**config.mk**
```make
export PLATFORM = sky130hd
export DESIGN_NAME = alias_sweep_ctrl
export DESIGN_NICKNAME = d
export VERILOG_FILES = /design/src/rtl/alias_inv_pkg.sv /design/src/rtl/alias_step_counter.sv /design/src/rtl/tag_match_unit.sv /design/src/rtl/low_way_select.sv /design/src/rtl/alias_sweep_ctrl.sv
export SDC_FILE = /design/constraint.sdc
export NUM_CORES = 1
export LEC_CHECK = 0
export BUFFER_PORTS_ARGS = -buffer_cell sky130_fd_sc_hd__buf_2
export CORE_UTILIZATION = 45
export CTS_CLUSTER_SIZE = 10
export DETAILED_ROUTE_END_ITERATION = 7
export PLACE_DENSITY = 0.8
export SLEW_MARGIN = 20
export SYNTH_ARGS = -nofsm -noshare
export SYNTH_HDL_FRONTEND = slang
export SYNTH_SLANG_ARGS = --single-unit
export TNS_END_PERCENT = 20
```
**constraint.sdc**
```tcl
create_clock -name clk -period 2.4 [get_ports clk]
set_input_delay 0.48 -clock clk [delete_from_list [all_inputs] [get_ports clk]]
set_output_delay 0.48 -clock clk [all_outputs]
set_load 0.05 [all_outputs]
```
**src/rtl/alias_inv_pkg.sv**
```systemverilog
package alias_inv_pkg;

    typedef enum logic [2:0] {
        ST_IDLE,
        ST_READ,
        ST_COMPARE,
        ST_PICK,
        ST_WB_WAIT,
        ST_INVAL,
        ST_DONE
    } sweep_state_e;

endpackage

```
**src/rtl/alias_step_counter.sv**
```systemverilog
module alias_step_counter #(
    parameter int CNT_W = 2
) (
    input  logic             clk,
    input  logic             rst_n,
    input  logic             clear,
    input  logic             step,
    output logic [CNT_W-1:0] value,
    output logic             at_last
);

    always_ff @(posedge clk or negedge rst_n) begin
        if (!rst_n) begin
            value <= '0;
        end else if (clear) begin
            value <= '0;
        end else if (step) begin
            value <= value + 1'b1;
        end
    end

    assign at_last = &value;

endmodule

```
**src/rtl/tag_match_unit.sv**
```systemverilog
module tag_match_unit #(
    parameter int NUM_WAYS = 2,
    parameter int PTAG_W   = 19
) (
    input  logic [NUM_WAYS-1:0]        rd_valid,
    input  logic [NUM_WAYS-1:0]        rd_dirty,
    input  logic [NUM_WAYS*PTAG_W-1:0] rd_tags,
    input  logic [PTAG_W-1:0]          want_tag,
    output logic [NUM_WAYS-1:0]        hit_mask,
    output logic [NUM_WAYS-1:0]        dirty_mask
);

    for (genvar w = 0; w < NUM_WAYS; w++) begin : g_way
        assign hit_mask[w]   = rd_valid[w] && (rd_tags[w*PTAG_W +: PTAG_W] == want_tag);
        assign dirty_mask[w] = hit_mask[w] && rd_dirty[w];
    end

endmodule

```
**src/rtl/low_way_select.sv**
```systemverilog
module low_way_select #(
    parameter int NUM_WAYS = 2,
    parameter int WAY_W    = 1
) (
    input  logic [NUM_WAYS-1:0] mask,
    output logic                any,
    output logic [WAY_W-1:0]    way,
    output logic [NUM_WAYS-1:0] onehot
);

    always_comb begin
        any    = |mask;
        way    = '0;
        onehot = '0;
        for (int i = NUM_WAYS - 1; i >= 0; i--) begin
            if (mask[i]) begin
                way       = WAY_W'(i);
                onehot    = '0;
                onehot[i] = 1'b1;
            end
        end
    end

endmodule

```
**src/rtl/alias_sweep_ctrl.sv**
```systemverilog
module alias_sweep_ctrl
    import alias_inv_pkg::*;
#(
    parameter int  LINE_OFF_W = 6,
    parameter int  SET_IDX_W  = 9,
    parameter int  PAGE_OFF_W = 13,
    parameter int  PTAG_W     = 19,
    parameter int  NUM_WAYS   = 2,
    localparam int WAY_W      = (NUM_WAYS > 1) ? $clog2(NUM_WAYS) : 1
) (
    input  logic                        clk,
    input  logic                        rst_n,
    input  logic                        miss_valid,
    output logic                        miss_ready,
    input  logic [SET_IDX_W-1:0]        miss_vindex,
    input  logic [PTAG_W-1:0]           miss_ptag,
    output logic                        tag_rd_en,
    output logic [SET_IDX_W-1:0]        tag_rd_set,
    input  logic [NUM_WAYS-1:0]         tag_rd_valid,
    input  logic [NUM_WAYS-1:0]         tag_rd_dirty,
    input  logic [NUM_WAYS*PTAG_W-1:0]  tag_rd_tag,
    output logic                        inv_en,
    output logic [SET_IDX_W-1:0]        inv_set,
    output logic [WAY_W-1:0]            inv_way,
    output logic                        wb_req,
    output logic [SET_IDX_W-1:0]        wb_set,
    output logic [WAY_W-1:0]            wb_way,
    input  logic                        wb_ack,
    output logic                        done
);

    // Index bits that lie above the page offset select the synonym sets.
    localparam int ALIAS_W = LINE_OFF_W + SET_IDX_W - PAGE_OFF_W;
    localparam int LOW_W   = SET_IDX_W - ALIAS_W;

    sweep_state_e state_q, state_d;

    logic [LOW_W-1:0]    base_low_q;
    logic [PTAG_W-1:0]   want_tag_q;
    logic [NUM_WAYS-1:0] hit_pend_q;
    logic [NUM_WAYS-1:0] dirty_pend_q;

    logic [ALIAS_W-1:0]  alias_val;
    logic                alias_last;
    logic                alias_clear;
    logic                alias_step;

    logic [NUM_WAYS-1:0] hit_mask;
    logic [NUM_WAYS-1:0] dirty_mask;

    logic                pend_any;
    logic [WAY_W-1:0]    sel_way;
    logic [NUM_WAYS-1:0] sel_onehot;
    logic                sel_dirty;

    logic [SET_IDX_W-1:0] cur_set;
    logic                 accept;

    alias_step_counter #(
        .CNT_W (ALIAS_W)
    ) u_alias_cnt (
        .clk     (clk),
        .rst_n   (rst_n),
        .clear   (alias_clear),
        .step    (alias_step),
        .value   (alias_val),
        .at_last (alias_last)
    );

    tag_match_unit #(
        .NUM_WAYS (NUM_WAYS),
        .PTAG_W   (PTAG_W)
    ) u_match (
        .rd_valid   (tag_rd_valid),
        .rd_dirty   (tag_rd_dirty),
        .rd_tags    (tag_rd_tag),
        .want_tag   (want_tag_q),
        .hit_mask   (hit_mask),
        .dirty_mask (dirty_mask)
    );

    low_way_select #(
        .NUM_WAYS (NUM_WAYS),
        .WAY_W    (WAY_W)
    ) u_pick (
        .mask   (hit_pend_q),
        .any    (pend_any),
        .way    (sel_way),
        .onehot (sel_onehot)
    );

    assign sel_dirty   = |(dirty_pend_q & sel_onehot);
    assign accept      = (state_q == ST_IDLE) && miss_valid;
    assign alias_clear = accept;
    assign alias_step  = (state_q == ST_PICK) && !pend_any && !alias_last;
    assign cur_set     = {alias_val, base_low_q};

    // Next-state logic
    always_comb begin
        state_d = state_q;
        unique case (state_q)
            ST_IDLE:    if (miss_valid) state_d = ST_READ;
            ST_READ:    state_d = ST_COMPARE;
            ST_COMPARE: state_d = ST_PICK;
            ST_PICK: begin
                if (pend_any)        state_d = sel_dirty ? ST_WB_WAIT : ST_INVAL;
                else if (alias_last) state_d = ST_DONE;
                else                 state_d = ST_READ;
            end
            ST_WB_WAIT: if (wb_ack) state_d = ST_INVAL;
            ST_INVAL:   state_d = ST_PICK;
            ST_DONE:    state_d = ST_IDLE;
            default:    state_d = ST_IDLE;
        endcase
    end

    // State and context registers
    always_ff @(posedge clk or negedge rst_n) begin
        if (!rst_n) begin
            state_q      <= ST_IDLE;
            base_low_q   <= '0;
            want_tag_q   <= '0;
            hit_pend_q   <= '0;
            dirty_pend_q <= '0;
        end else begin
            state_q <= state_d;
            if (accept) begin
                base_low_q <= miss_vindex[LOW_W-1:0];
                want_tag_q <= miss_ptag;
            end
            if (state_q == ST_COMPARE) begin
                hit_pend_q   <= hit_mask;
                dirty_pend_q <= dirty_mask;
            end else if (state_q == ST_INVAL) begin
                hit_pend_q   <= hit_pend_q & ~sel_onehot;
                dirty_pend_q <= dirty_pend_q & ~sel_onehot;
            end
        end
    end

    // Outputs decoded from the current state
    always_comb begin
        miss_ready = (state_q == ST_IDLE);
        tag_rd_en  = (state_q == ST_READ);
        inv_en     = (state_q == ST_INVAL);
        wb_req     = (state_q == ST_WB_WAIT);
        done       = (state_q == ST_DONE);
        tag_rd_set = cur_set;
        inv_set    = cur_set;
        wb_set     = cur_set;
        inv_way    = sel_way;
        wb_way     = sel_way;
    end

endmodule

```
# [Word-level counts from Yosys, hierarchy flattened]
# Cells that the tools add are included.
[op_classes] addsub=1 n_eq_ne=10 muxes=16 bitwise_logic=4 reduce_logical=17
[op_table] operator="$eq A19 B19 Y1" count=2
[op_table] operator="$mux W2" count=8
[op_table] operator="$pmux W3 S5" count=1
[op_table] operator="$mux W3" count=4
[op_table] operator="$eq A3 B3 Y1 const B" count=3
[op_table] operator="$logic_and A1 B1 Y1" count=7
[op_table] operator="$and A2 B2 Y2" count=3
[op_table] operator="$eq A3 B2 Y1 const B" count=2
[op_table] operator="$reduce_or A2 Y1" count=3
[op_table] operator="$reduce_and A2 Y1" count=2
[op_table] operator="$reduce_bool A2 Y1" count=2
[op_table] operator="$eq A3 B1 Y1 const B" count=1
[op_table] operator="$logic_not A3 Y1" count=1
[op_table] operator="$mux W1" count=3
[op_table] operator="$add A2 B1 Y2 const B" count=1
[op_table] operator="$logic_not A1 Y1" count=2
[op_table] operator="$ne A2 B1 Y1 const B" count=1
[op_table] operator="$ne A2 B2 Y1 const B" count=1
[op_table] operator="$not A2 Y2" count=1
[totals] register_bits=35 inputBits=74 elab_cells=54

# [Logic depth before layout (Yosys ltp)]
# Gate-level depths: netlist of run 1.
[depth] word_depth=7 mapped_depth=6 mapped_depth_nobuf=5

# [Hierarchy]
# A second synthesis of run 1 with hierarchy kept.
[unflattened] cells_unflattened=199 hier_area_um2=2235.9
[modules_own_cells] mod="alias_sweep_ctrl" instances=1 cells_each=125 area_per_inst_um2=1645.3
[modules_own_cells] mod="tag_match_unit" instances=1 cells_each=63 area_per_inst_um2=474.2
[modules_own_cells] mod="alias_step_counter" instances=1 cells_each=7 area_per_inst_um2=88.8
[modules_own_cells] mod="low_way_select" instances=1 cells_each=4 area_per_inst_um2=27.5

# [Least setup slack after synthesis of run 1]
# OpenSTA, ideal clock, no wires.
[synth_path] kind="register to output" startpoint="register state_q[1]" endpoint="output port miss_ready" t_arrival_ns=1.571 t_required_ns=1.920 path_slack_ns=0.349 stages_incl_launch_ff=3 cell_sequence="dfrtp_1 > buf_4 > nor3_1"
[synth_via] elab_chain_len=1
[synth_lines] item="from (decl)" line_no="alias_sweep_ctrl.sv:36" source="sweep_state_e state_q, state_d;"
[synth_lines] item="from (signal assigned)" line_no="alias_sweep_ctrl.sv:126" source="state_q <= state_d;"
[synth_lines] item="$logic_not A3 Y1" line_no="alias_sweep_ctrl.sv:143" source="miss_ready = (state_q == ST_IDLE);"
[synth_lines] item="to (decl)" line_no="alias_sweep_ctrl.sv:14" source="output logic miss_ready,"
# Every way passes these cells.

# [Final worst setup path of run 1]
[layout_path] startpoint="register state_q[2]" endpoint="output port wb_req"
[layout_via] elab_chain_len=1
[layout_lines] item="$eq A3 B3 Y1" line_no="alias_sweep_ctrl.sv:146" source="wb_req = (state_q == ST_WB_WAIT);"
[layout_lines] item="to (decl)" line_no="alias_sweep_ctrl.sv:25" source="output logic wb_req,"
# Every way passes these cells.

==> summary.md, run 1 <==
| Metric | Value |
|---|---|
| Drt drc | `0` |
| GRT Util Overall | `0.1900` |
| Die area | `4880 µm²` |
| Clock root buffer | `clkbuf_8` |
| Syn_nets | `258` |
| Die height | `69.86 µm` |
| Commonest non-fill, non-tap cell in the layout | `buf_2` |
| DRT iter0 DRCs | `45` |
| Min Tclk post-route | `1906 ps` |
| Initial antenna violation count | `0` |
| Post-cts resize count | `0` |
| Worst-Margin Slew | `788.7 ps` |
| DP Area | `2484 µm²` |
| Share of post-route cells with drive strength above 1 | `0.5368` |
| Final Setup Violations | `0` |
| CP arrival | `1430 ps` |
| Die W | `69.86 µm` |
| Area fraction of the dominant cell type after synthesis | `0.4227` |
| Setup Buffers After CTS | `0` |
| Max_cap viols | `0` |
| Later-pin clock latency in the skew report | `290 ps` |
| Synth area leader | `dfrtp_1` |
| First-pass GRT wire length | `7224 µm` |
| Post-CTS Hold Buffers | `0` |
| Initial core utilization | `0.4726` |
| Clock slew at reported path FFs | `70 ps` |
| PwrDens | `1432 nW/µm²` |
| Worst EP required | `1920 ps` |
| Slew Viols, Final | `0` |
| Pre-antenna DRT Iters | `4` |
| Hold Crit Class | `primary input to asynchronous set/reset pin` |
| Syn_area_per_cell | `11.32 µm²` |
| Core Region | `4384 µm²` |
| RSZ-0062 raised after global routing | `false` |
| Per-cell routed wire length | `13.31 µm` |
| Total number of vias | `1,584` |
| Sequential area share after synthesis | `0.4227` |
| Final WS setup | `493.8 ps` |
| Dpl ws | `729.2 ps` |
| ANT nets after route | `0` |
| Final instance area | `2584 µm²` |
| LEAKAGE | `1.295 nW` |
| Avg Vias per Cell | `4.889` |
| CTS sink cnt | `35` |
| Port bufs | `105` |
| Syn Inst Count | `183` |
| Synth Warn # | `0` |
| GPL Wtd Cong | `0.7423` |
| Clock tree buffer depth | `2` |
| Final Hold Fails | `0` |
| Nets | `346` |
| Crit-path cells | `or2b_1 > nor2_1 > buf_2` |
| Status | `complete, no violations` |
| VDD IR max | `1.185 mV` |
| Distinct cells, synth | `32` |
| CP peak stage delay | `500 ps` |
| Mapped cell area | `2072 µm²` |
| Crit. End Element | `output pin` |
| Synth-to-Final Area Change | `24.70%` |
| Num rows | `24` |
| TritonCTS clock tree | `built` |
| Most frequent cells in the layout | `buf_2, dfrtp_1, xor2_1` |
| Crit Path Max Fanout | `9` |
| Grt total ovfl | `0` |
| Setup CP Type | `register to output pin` |
| #FFs+latches synth | `35` |
| Final HPWL DP | `3374 µm` |
| CTS Buf Count | `5` |
| Boundary Pins | `108` |
| Final wirelength | `4314 µm` |
| H-tree depth | `2` |
| Maximum clock rate | `0.5246 GHz` |
| Worst slew margin | `0.4742` |
| Final setup TNS | `0 ps` |
| Layout Skew | `5.999 ps` |
| Startpoint Class | `register` |
| Fin crit share | `0.7943` |
| Crit-path slowest cell | `dfrtp_1` |
| Area contributors post-synth | `dfrtp_1, mux2_2, xor2_1, buf_4, xnor2_1` |
| Largest net degree at the start of global routing | `36` |
| Vias in the first global route | `1,640` |
| ANT cells | `0` |
[layer usage]
layer | vias up | share of wire | wire, µm | GRT usage
li1 | 784 | - | - | -
met1 | 719 | 0.43 | 1844 | 0.2259
met2 | 72 | 0.48 | 2086 | 0.3216
met3 | 9 | 0.067 | 288 | 0.05483
met4 | 0 | 0.022 | 94 | 0.07778
met5 | - | 0 | 0 | 0
[registers in the layout (all words and copies together), names as in the netlist]
signal             cells
want_tag_q            19
dirty_pend_q           2
state_q                3
u_alias_cnt.value      2
hit_pend_q             2
base_low_q             7
[synthesized netlist by cell type]
cell and number:
dfrtp_1 35, xor2_1 30, mux2_2 26, buf_4 20
xnor2_1 9, nand2_1 6, nor4_1 6, nor2_1 5
o21ai_0 5, nor3_1 4, buf_2 3, buf_6 3
inv_1 3, nand4_1 3, o22ai_1 3, and4_1 2
mux2i_1 2, nor2b_1 2, nor3b_1 2, o211ai_1 2
a21o_1 1, and2b_2 1, and3_2 1, ha_1 1
nand3_1 1, nand3b_1 1, nand4_2 1, nor2_4 1
o2bb2ai_1 1, o31ai_2 1, or2b_1 1, or3b_1 1
[critical path, delay by kind of cell, from the launching register on]
family / cells / cell delay, ps
DFF: 1 / 500
buffers and inverters: 1 / 260
and+or+nand+nor: 2 / 390
[logic make-up after synthesis]
family,count (synthesis),synth area share
AO/OA/AOI/OAI,13,0.04227
XOR/XNOR,39,0.1649
adder cells (fa/ha/maj),1,0.006038
buffers and inverters,29,0.1014
flip-flops,35,0.4227
multiplexers,28,0.1510
AND/OR/NAND/NOR,38,0.1117
[where the power goes]
part | leakage, nW | switching (mW) | internal, mW
clock | 0.0515 | 0.212 | 0.262
sequential | 0.426 | 0.305 | 0.856
combinational | 0.818 | 1.35 | 0.713
total | 1.30 | 1.87 | 1.83
[per-stage QoR]
step / instances / util / power, mW / hold slack, ps
floorplan: 183 / - / 3.027 / 184.4
global placement: 316 / 0.5665 / 3.211 / 511.6
detailed placement: 316 / 0.5665 / 3.260 / 512.2
CTS: 324 / 0.5893 / 3.743 / 304.3
global route: 324 / 0.5893 / 3.918 / 348.2
finish: 324 / 0.5893 / 3.700 / 271.7
[path summary, 6_finish.rpt]
| check | startpoint | endpoint | slack, ps | depth (start not counted) |
|---|---|---|---|---|
| worst max-delay path | state_q[2]$_DFFE_PN0P_ | wb_req | 490 | 3 |
| worst max register to register | state_q[0]$_DFFE_PN0P_ | base_low_q[2]$_DFFE_PN0P_ | 780 | 4 |
| min in group clk | miss_ptag[18] | want_tag_q[18]$_DFFE_PN0P_ | 420 | 2 |
| worst min register to register | dirty_pend_q[0]$_DFFE_PN0P_ | dirty_pend_q[0]$_DFFE_PN0P_ | 520 | 2 |
| max in group asynchronous | rst_n | want_tag_q[10]$_DFFE_PN0P_ | 1630 | 1 |
| worst min-delay path | rst_n | base_low_q[1]$_DFFE_PN0P_ | 270 | 1 |
[cell type report]
cell class / count / area, µm²
Inverter: 3 / 11.26
Tap cell: 52 / 65.06
Timing Repair Buffer: 107 / 540.5
Multi-Input combinational cell: 119 / 991.0
Sequential cell: 35 / 875.8
Fill cell: 395 / 1800
Clock buffer: 8 / 100.1
Note: power is estimated with default switching activity, not from simulation.
==> run 2, diff against run 1 <==
--- a/config.mk
+++ b/config.mk
@@ -6,10 +6,10 @@
 export NUM_CORES = 1
 export LEC_CHECK = 0
 export BUFFER_PORTS_ARGS = -buffer_cell sky130_fd_sc_hd__buf_2
-export CORE_UTILIZATION = 45
+export CORE_UTILIZATION = 41
 export CTS_CLUSTER_SIZE = 10
 export DETAILED_ROUTE_END_ITERATION = 7
-export PLACE_DENSITY = 0.8
+export PLACE_DENSITY = 0.77
 export SLEW_MARGIN = 20
 export SYNTH_ARGS = -nofsm -noshare
 export SYNTH_HDL_FRONTEND = slang
==> constraint.sdc (replaced) <==
create_clock -name clk -period 1.6 [get_ports clk]
set_input_delay 0.32 -clock clk [delete_from_list [all_inputs] [get_ports clk]]
set_output_delay 0.32 -clock clk [all_outputs]
set_load 0.05 [all_outputs]
==> run 2 against run 1 <==
- the run now ends with negative setup slack left
- sequential power grew 47%
- setup slack lost 520 ps
- critical path depth grew 1
- sequential share of layout area shrank 1.7 points
- global-route usage shrank 0.74 points
- largest power group unchanged
- wire length grew 2.0%
- sequential cell count is the same
- via count grew 1.1%
- clock skew is essentially flat
- critical endpoint unchanged
==> summary.md, run 2 (same netlist as run 1, synthesis figures left out) <==
| Metric | Value |
|---|---|
| Status | `complete, but fails checks` |
| Failing checks | `negative setup slack` |
| Commonest non-fill, non-tap cell in the layout | `buf_2` |
| Slew Viols, Final | `0 (unchanged)` |
| GRT Util Overall | `0.1826 (-0.007428)` |
| DRT iter0 DRCs | `37 (-18%)` |
| Die height | `73.09 µm (+4.6%)` |
| VDD IR max | `1.690 mV (+43%)` |
| Total internal power | `2.856 mW (+56%)` |
| Final WS setup | `-30.28 ps (-524.1 ps)` |
| LEAKAGE | `1.338 nW (+3.3%)` |
| ANT nets after route | `0 (unchanged)` |
| Drt drc | `0 (unchanged)` |
| Die W | `73.09 µm (+4.6%)` |
| ANT cells | `0 (unchanged)` |
| Sw frac | `0.4978 (-0.007380)` |
| Clock tree buffer depth | `2 (unchanged)` |
| CTS Buf Count | `5 (unchanged)` |
| Placed cells | `335 (+6.0%)` |
| Per-cell routed wire length | `12.68 µm (-4.7%)` |
| Clock power frac | `0.123 (-0.005)` |
| Top reg by flops | `want_tag_q` |
| Final wirelength | `4401 µm (+2.0%)` |
| Final HPWL DP | `3506 µm (+3.9%)` |
| Clock slew at reported path FFs | `70 ps (about the same)` |
| Total power draw | `5.688 mW (+54%)` |
| Fin crit share | `1.019` |
| Share of post-route cells with drive strength above 1 | `0.5643 (+0.02752)` |
| Final Setup Violations | `1 (+1)` |
| Clock root buffer | `clkbuf_8` |
| Top Registers | `want_tag_q: 19 flops, base_low_q: 7 flops, state_q: 3 flops` |
| Layout Skew | `5.523 ps (-0.4761 ps)` |
| Maximum clock rate | `0.6134 GHz` |
| TritonCTS clock tree | `built` |
| Most frequent cells in the layout | `buf_2, dfrtp_1, xor2_1` |
| H-tree depth | `2 (unchanged)` |
| Worst slew margin | `0.6971 (+0.2229)` |
| Max_cap viols | `0 (unchanged)` |
| Avg Vias per Cell | `4.614 (-5.6%)` |
| Final Hold Fails | `0 (unchanged)` |
| Initial antenna violation count | `0 (unchanged)` |
| Startpoint Class | `register` |
| Synth-to-Final Area Change | `31.52%` |
| Later-pin clock latency in the skew report | `280 ps (about the same)` |
| Part of the power in registers | `0.299 (-0.015)` |
| RSZ-0062 raised after global routing | `true` |
| Pre-antenna DRT Iters | `4 (unchanged)` |
| Min Tclk post-route | `1630 ps` |
| Routing usage on met3 | `0.05387 (-0.0009667)` |
| Nets | `354 (+2.3%)` |
| GPL Wtd Cong | `0.8373 (+13%)` |
| Non-filler cells in the finished layout | `347 (+7.1%)` |
| Port bufs | `105 (unchanged)` |
| Worst EP required | `1280 ps (-640 ps)` |
| Crit Path Max Fanout | `8 (-1)` |
| Max reg flops | `19 (unchanged)` |
| Vias in the first global route | `1,685 (+2.7%)` |
| CP arrival | `1310 ps (-120 ps)` |
| PwrDens | `2087 nW/µm² (+46%)` |
| Crit. End Element | `output pin` |
| Largest net degree at the start of global routing | `20 (-44%)` |
| Met2 usage | `0.3230 (+0.001464)` |
| CTS sink cnt | `35 (unchanged)` |
| Num rows | `25 (+4.2%)` |
| Core Region | `4786 µm² (+9.2%)` |
| Initial core utilization | `0.4329 (-0.03966)` |
| Die area | `5342 µm² (+9.5%)` |
| Setup CP Type | `register to output pin` |
| Net load switching power | `2.831 mW (+51%)` |
| Gate power share | `0.578 (+0.020)` |
| First-pass GRT wire length | `7251 µm (+0.37%)` |
| Total number of vias | `1,601 (+1.1%)` |
| Hold Crit Class | `primary input to register` |
| Worst-Margin Slew | `454.3 ps (-334.3 ps)` |
| Grt total ovfl | `0 (unchanged)` |
| Met1 Use GR | `0.2033 (-0.02254)` |
| Top Usage Layer GRT | `met2` |
| Boundary Pins | `108 (unchanged)` |
run 2: power by group through the flow:
stage	clock network, mW	logic [mW]	registers, mW
6_report	0.702	3.29	1.70
5_1_grt	0.752	3.50	1.77
4_1_cts	0.720	3.28	1.71
3_5_place_dp	0	3.23	1.72
3_3_place_gp	0	3.19	1.69
2_1_floorplan	0	2.51	2.03
run 2: through the flow:
step	area, µm²	util	setup WS [ps]	hold WS (ps)	setup TNS [ps]
6_report	2725	0.5694	-30.28	264.9	-30.28
5_1_grt	2725	0.5694	-102.2	254.6	-1285
4_1_cts	2694	0.5629	-38.52	258.0	-96.42
3_5_place_dp	2545	0.5318	39.60	302.8	0
3_3_place_gp	2545	0.5318	66.47	301.7	0
2_1_floorplan	2072	-	-291.2	24.41	-931.6
run 2: worst max-delay path, cell delays in order, from the launching register on:
cell     delay (ps)
dfrtp_1         360
buf_6           130
or2b_1          260
nor2_2          110
buf_6           160
run 2: timing repair:
item / 4_1_cts / 5_1_grt
hold buffers: 1 / 0
setup buffers: 1 / 2
hold endpoints to repair: 18 / 0
endpoints found under the setup margin: 5 / 26
cloned: 0 / 0
resized for setup: 12 / 6
pin swaps: 0 / 0
run 2: cell type report:
type | count | area [µm²]
fillers | 436 | 2061
multi-input cells | 119 | 996.0
flip-flops and latches | 35 | 877.1
repair buffers | 115 | 656.9
clock buffers | 8 | 100.1
well taps | 67 | 83.83
inverters | 3 | 11.26
run 2: final timing paths:
check                                                        end                         from  slack, ps  cells after the start
worst min register to register       dirty_pend_q[0]$_DFFE_PN0P_  dirty_pend_q[0]$_DFFE_PN0P_        530                      2
worst min-delay path                  want_tag_q[13]$_DFFE_PN0P_                miss_ptag[13]        260                      2
worst max register to register         base_low_q[4]$_DFFE_PN0P_       state_q[0]$_DFFE_PN0P_         60                      4
max in group asynchronous             want_tag_q[18]$_DFFE_PN0P_                        rst_n        640                      3
min in group asynchronous       u_alias_cnt.value[1]$_DFFE_PN0P_                        rst_n        510                      2
worst max-delay path                                      wb_req       state_q[2]$_DFFE_PN0P_        -30                      4
run 2: layer usage:
| metal | wire length (µm) | vias to the layer above |
|---|---|---|
| li1 | - | 801 |
| met1 | 1848 | 727 |
| met2 | 2201 | 67 |
| met3 | 294 | 6 |
| met4 | 56 | 0 |
| met5 | 0 | - |
==> run 3, diff against run 2 <==
--- a/config.mk
+++ b/config.mk
@@ -5,11 +5,14 @@
 export SDC_FILE = /design/constraint.sdc
 export NUM_CORES = 1
 export LEC_CHECK = 0
+export ABC_AREA = 1
 export BUFFER_PORTS_ARGS = -buffer_cell sky130_fd_sc_hd__buf_2
-export CORE_UTILIZATION = 41
+export CELL_PAD_IN_SITES_DETAIL_PLACEMENT = 2
+export CELL_PAD_IN_SITES_GLOBAL_PLACEMENT = 2
+export CORE_UTILIZATION = 22
 export CTS_CLUSTER_SIZE = 10
 export DETAILED_ROUTE_END_ITERATION = 7
-export PLACE_DENSITY = 0.77
+export PLACE_DENSITY_LB_ADDON = 0.1
 export SLEW_MARGIN = 20
 export SYNTH_ARGS = -nofsm -noshare
 export SYNTH_HDL_FRONTEND = slang
==> run 3 against run 2 <==
- final cell count rose by 71%
- clock skew grew 1.5 ps
- count of clock-buffer cells in the layout fell by 2
- fmax is 4.9% higher
- worst hold slack got worse by 49 ps
- the flow now finishes without violations
- highest routed layer unchanged
- final area rose by 15%
- register-to-register slack gained 110 ps
==> summary.md, run 3 <==
| Metric | Value |
|---|---|
| Worst slew margin | `0.6706 (-0.02652)` |
| Num rows | `37 (+48%)` |
| Grt total ovfl | `0 (unchanged)` |
| Worst Hold End | `base_low_q[5]$_DFFE_PN0P_` |
| Post-synthesis adder-cell area fraction | `0.005168 (-0.0008707)` |
| CP peak stage delay | `450 ps (+90 ps)` |
| DRT iter0 DRCs | `32 (-14%)` |
| VDD IR max | `1.015 mV (-40%)` |
| Max_cap viols | `0 (unchanged)` |
| Boundary Pins | `108 (unchanged)` |
| Total power draw | `6.289 mW (+11%)` |
| GPL Wtd Cong | `0.7121 (-15%)` |
| Number of flops mapped to enable cells by yosys | `0 (unchanged)` |
| Synth Warn # | `0 (unchanged)` |
| Port bufs | `105 (unchanged)` |
| Final Hold Fails | `0 (unchanged)` |
| Crit-path cells | `nor2_4 > nand2_2 > inv_4 > buf_8` |
| Non-filler cells in the finished layout | `594 (+71%)` |
| Largest net degree at the start of global routing | `47 (+140%)` |
| Synth area leader | `dfrtp_1` |
| Area contributors post-synth | `dfrtp_1, nand2_1, inv_1, buf_4, o21ai_2` |
| H-tree depth | `2 (unchanged)` |
| Crit. End Element | `output pin` |
| Avg Vias per Cell | `4.153 (-10%)` |
| Hold Crit Class | `primary input to register` |
| Layout Skew | `7.035 ps (+1.512 ps)` |
| Post-synth ARST share | `1.000 (unchanged)` |
| RSZ-0062 raised after global routing | `true` |
| Largest family of logic cells by synthesized area | `simple AND/OR/NAND/NOR gates` |
| Slew Viols, Final | `0 (unchanged)` |
| R2R Path Start | `state_q[1]$_DFFE_PN0P_` |
| CP arrival | `1230 ps (-80 ps)` |
| Core Region | `10,510 µm² (+120%)` |
| DP Area | `2933 µm² (+15%)` |
| Later-pin clock latency in the skew report | `300 ps (+20 ps)` |
| Final wirelength | `7661 µm (+74%)` |
| First-pass GRT wire length | `12,550 µm (+73%)` |
| Final WS setup | `46.43 ps (+76.71 ps)` |
| ANT nets after route | `0 (unchanged)` |
| Max reg flops | `19 (unchanged)` |
| #FFs+latches synth | `35 (unchanged)` |
| Setup CP Type | `register to output pin` |
| Vias in the first global route | `2,614 (+55%)` |
| Top Registers | `want_tag_q: 19 flops, base_low_q: 7 flops, state_q: 3 flops` |
| ANT cells | `0 (unchanged)` |
| Share of post-route cells with drive strength above 1 | `0.3341 (-0.2302)` |
| Die W | `106.9 µm (+46%)` |
| Synth top cells by count | `nand2_1, inv_1, dfrtp_1` |
| Compound-Gate Fraction of Synth Area | `0.1039 (+0.06161)` |
| FF-to-FF setup slack | `170 ps (+110 ps)` |
| Final HPWL DP | `6303 µm (+80%)` |
| Drt drc | `0 (unchanged)` |
| Fin crit share | `0.9710 (-0.04795)` |
| Area fraction of the dominant cell type after synthesis | `0.3618 (-0.06095)` |
| TritonCTS clock tree | `built` |
| Placed cells | `584 (+74%)` |
| PwrDens | `2002 nW/µm² (-4.1%)` |
| Clock slew at reported path FFs | `80 ps (about the same)` |
| Hold Crit Depth | `3 (+1)` |
| Distinct cells, synth | `26 (-19%)` |
| Pre-antenna DRT Iters | `2 (-2)` |
| Most numerous cell in the Yosys netlist | `nand2_1` |
| Syn_nets | `439 (+70%)` |
| Top reg by flops | `want_tag_q` |
| Synth-to-Final Area Change | `29.72%` |
| Most frequent cells in the layout | `nand2_1, buf_2, inv_1` |
| Die area | `11,430 µm² (+110%)` |
| Final Setup Violations | `0 (-1)` |
| Fillers | `1,315 (+200%)` |
| Sequential area share after synthesis | `0.3618 (-0.06095)` |
| Initial antenna violation count | `1 (+1)` |
| Total number of vias | `2,467 (+54%)` |
| Multiplexer share of the synthesized area | `0 (-0.1510)` |
| Initial core utilization | `0.2304 (-0.2026)` |
| Post-Synth Simple-Gate Area | `0.3401 (+0.2283)` |
| Maximum clock rate | `0.6437 GHz (+4.9%)` |
| LEAKAGE | `1.841 nW (+38%)` |
| Syn_area_per_cell | `6.651 µm² (-41%)` |
| Most used DFF post-synth | `dfrtp_1` |
| HP Start | `miss_vindex[5]` |
| Per-cell routed wire length | `12.90 µm (+1.7%)` |
| Worst-Margin Slew | `494.1 ps (+39.79 ps)` |
| Die height | `106.9 µm (+46%)` |
| Min Tclk post-route | `1554 ps (-76.71 ps)` |
| Syn Inst Count | `364 (+99%)` |
| Cells on worst reg2reg path | `7 (+3)` |
| Clock root buffer | `clkbuf_8` |
| CTS sink cnt | `35 (unchanged)` |
| Crit-path slowest cell | `dfrtp_2` |
| Commonest non-fill, non-tap cell in the layout | `nand2_1` |
| Crit Path Max Fanout | `4 (-4)` |
| CTS Buf Count | `5 (unchanged)` |
| Xor and xnor area share after synthesis | `0 (-0.1649)` |
| Worst flop-to-flop path endpoint | `want_tag_q[7]$_DFFE_PN0P_` |
| Worst EP required | `1280 ps (about the same)` |
| Clock tree buffer depth | `2 (unchanged)` |
| Final instance area | `3141 µm² (+15%)` |
| Nets | `532 (+50%)` |
| Status | `complete, no violations` |
| GRT Util Overall | `0.1425 (-0.04015)` |
| Startpoint Class | `register` |
| Dpl ws | `125.5 ps (+85.86 ps)` |
| Mapped cell area | `2421 µm² (+17%)` |
-- run 3: changes by cell type in the layout (fill, tap and decap cells not counted), sizes merged, moves of 6 or more --
cell / delta
nor2: +24
xor2: -30
nor4: -6
nand3: +10
mux2: -26
o21ai: +23
xnor2: -9
buf: -8
nand2: +151
inv: +62
-- run 3: how the worst max path moves through the flow --
stage / from / to / slack, ps / cells after the start
3_5_place_dp: state_q[0]$_DFFE_PN0P_ / u_alias_cnt.value[0]$_DFFE_PN0P_ / 130 / 7
5_1_grt: state_q[0]$_DFFE_PN0P_ / miss_ready / -30 / 4
4_1_cts: hit_pend_q[0]$_DFFE_PN0P_ / inv_way / -30 / 2
6_report: state_q[1]$_DFFE_PN0P_ / miss_ready / 50 / 4
3_3_place_gp: state_q[0]$_DFFE_PN0P_ / u_alias_cnt.value[0]$_DFFE_PN0P_ / 150 / 7
2_1_floorplan: hit_pend_q[0]$_DFFE_PN0P_ / wb_way / -200 / 2
-- run 3: final cells by class --
class                      instances  area (µm²)  share of cell area
multi-input combinational        241        1110              0.3534
sequential                        35       879.6              0.2801
timing repair buffer             109       594.3              0.1892
inverter                          65       254.0             0.08088
tap                              136       170.2             0.05418
clock buffer                       6       72.57             0.02311
clock inverter                     2       60.06             0.01912
-- run 3: what timing repair did --
item / 4_1_cts / 5_1_grt
resized for setup: 11 / 13
hold buffers: 1 / 0
endpoints found under the setup margin: 6 / 7
setup buffers: 1 / 0
endpoints found under the hold margin: 18 / 0
-- run 3: per-stage QoR --
| step | util | hold slack, ps | setup TNS, ps |
|---|---|---|---|
| final | 0.2988 | 215.7 | 0 |
| after global routing | 0.2988 | 214.0 | -38.68 |
| after CTS | 0.2961 | 205.7 | -66.62 |
| after detailed placement | 0.2791 | 322.6 | 0 |
| after global placement | 0.2791 | 328.6 | 0 |
| after floorplan | - | 24.41 | -199.9 |
-- run 3: logic make-up after synthesis --
group / Yosys count
DFF: 35
AOI/OAI and AO/OA: 37
adders and majority gates: 1
and+or+nand+nor: 203
buffers and inverters: 88
-- run 3: critical path: cells and delay by family (launching register included) --
family,cells,cell delay [ps]
AND/OR/NAND/NOR,2,240
flip-flops,1,450
buffers and inverters,2,240
-- run 3: per-layer routing --
layer,share of wire,GRT usage,wire length [µm],up-vias
met3,0.041,0.02432,311,7
met2,0.48,0.2493,3693,48
met1,0.47,0.1786,3571,1156
met4,0.011,0.04110,84,0
li1,-,-,-,1256
met5,0,0,0,-
-- run 3: report_power, final --
group          internal (mW)  switching, mW  total, mW
registers               1.27          0.319       1.59
clock network          0.624          0.361      0.985
logic                   1.02           2.69       3.71
total                   2.92           3.37       6.29
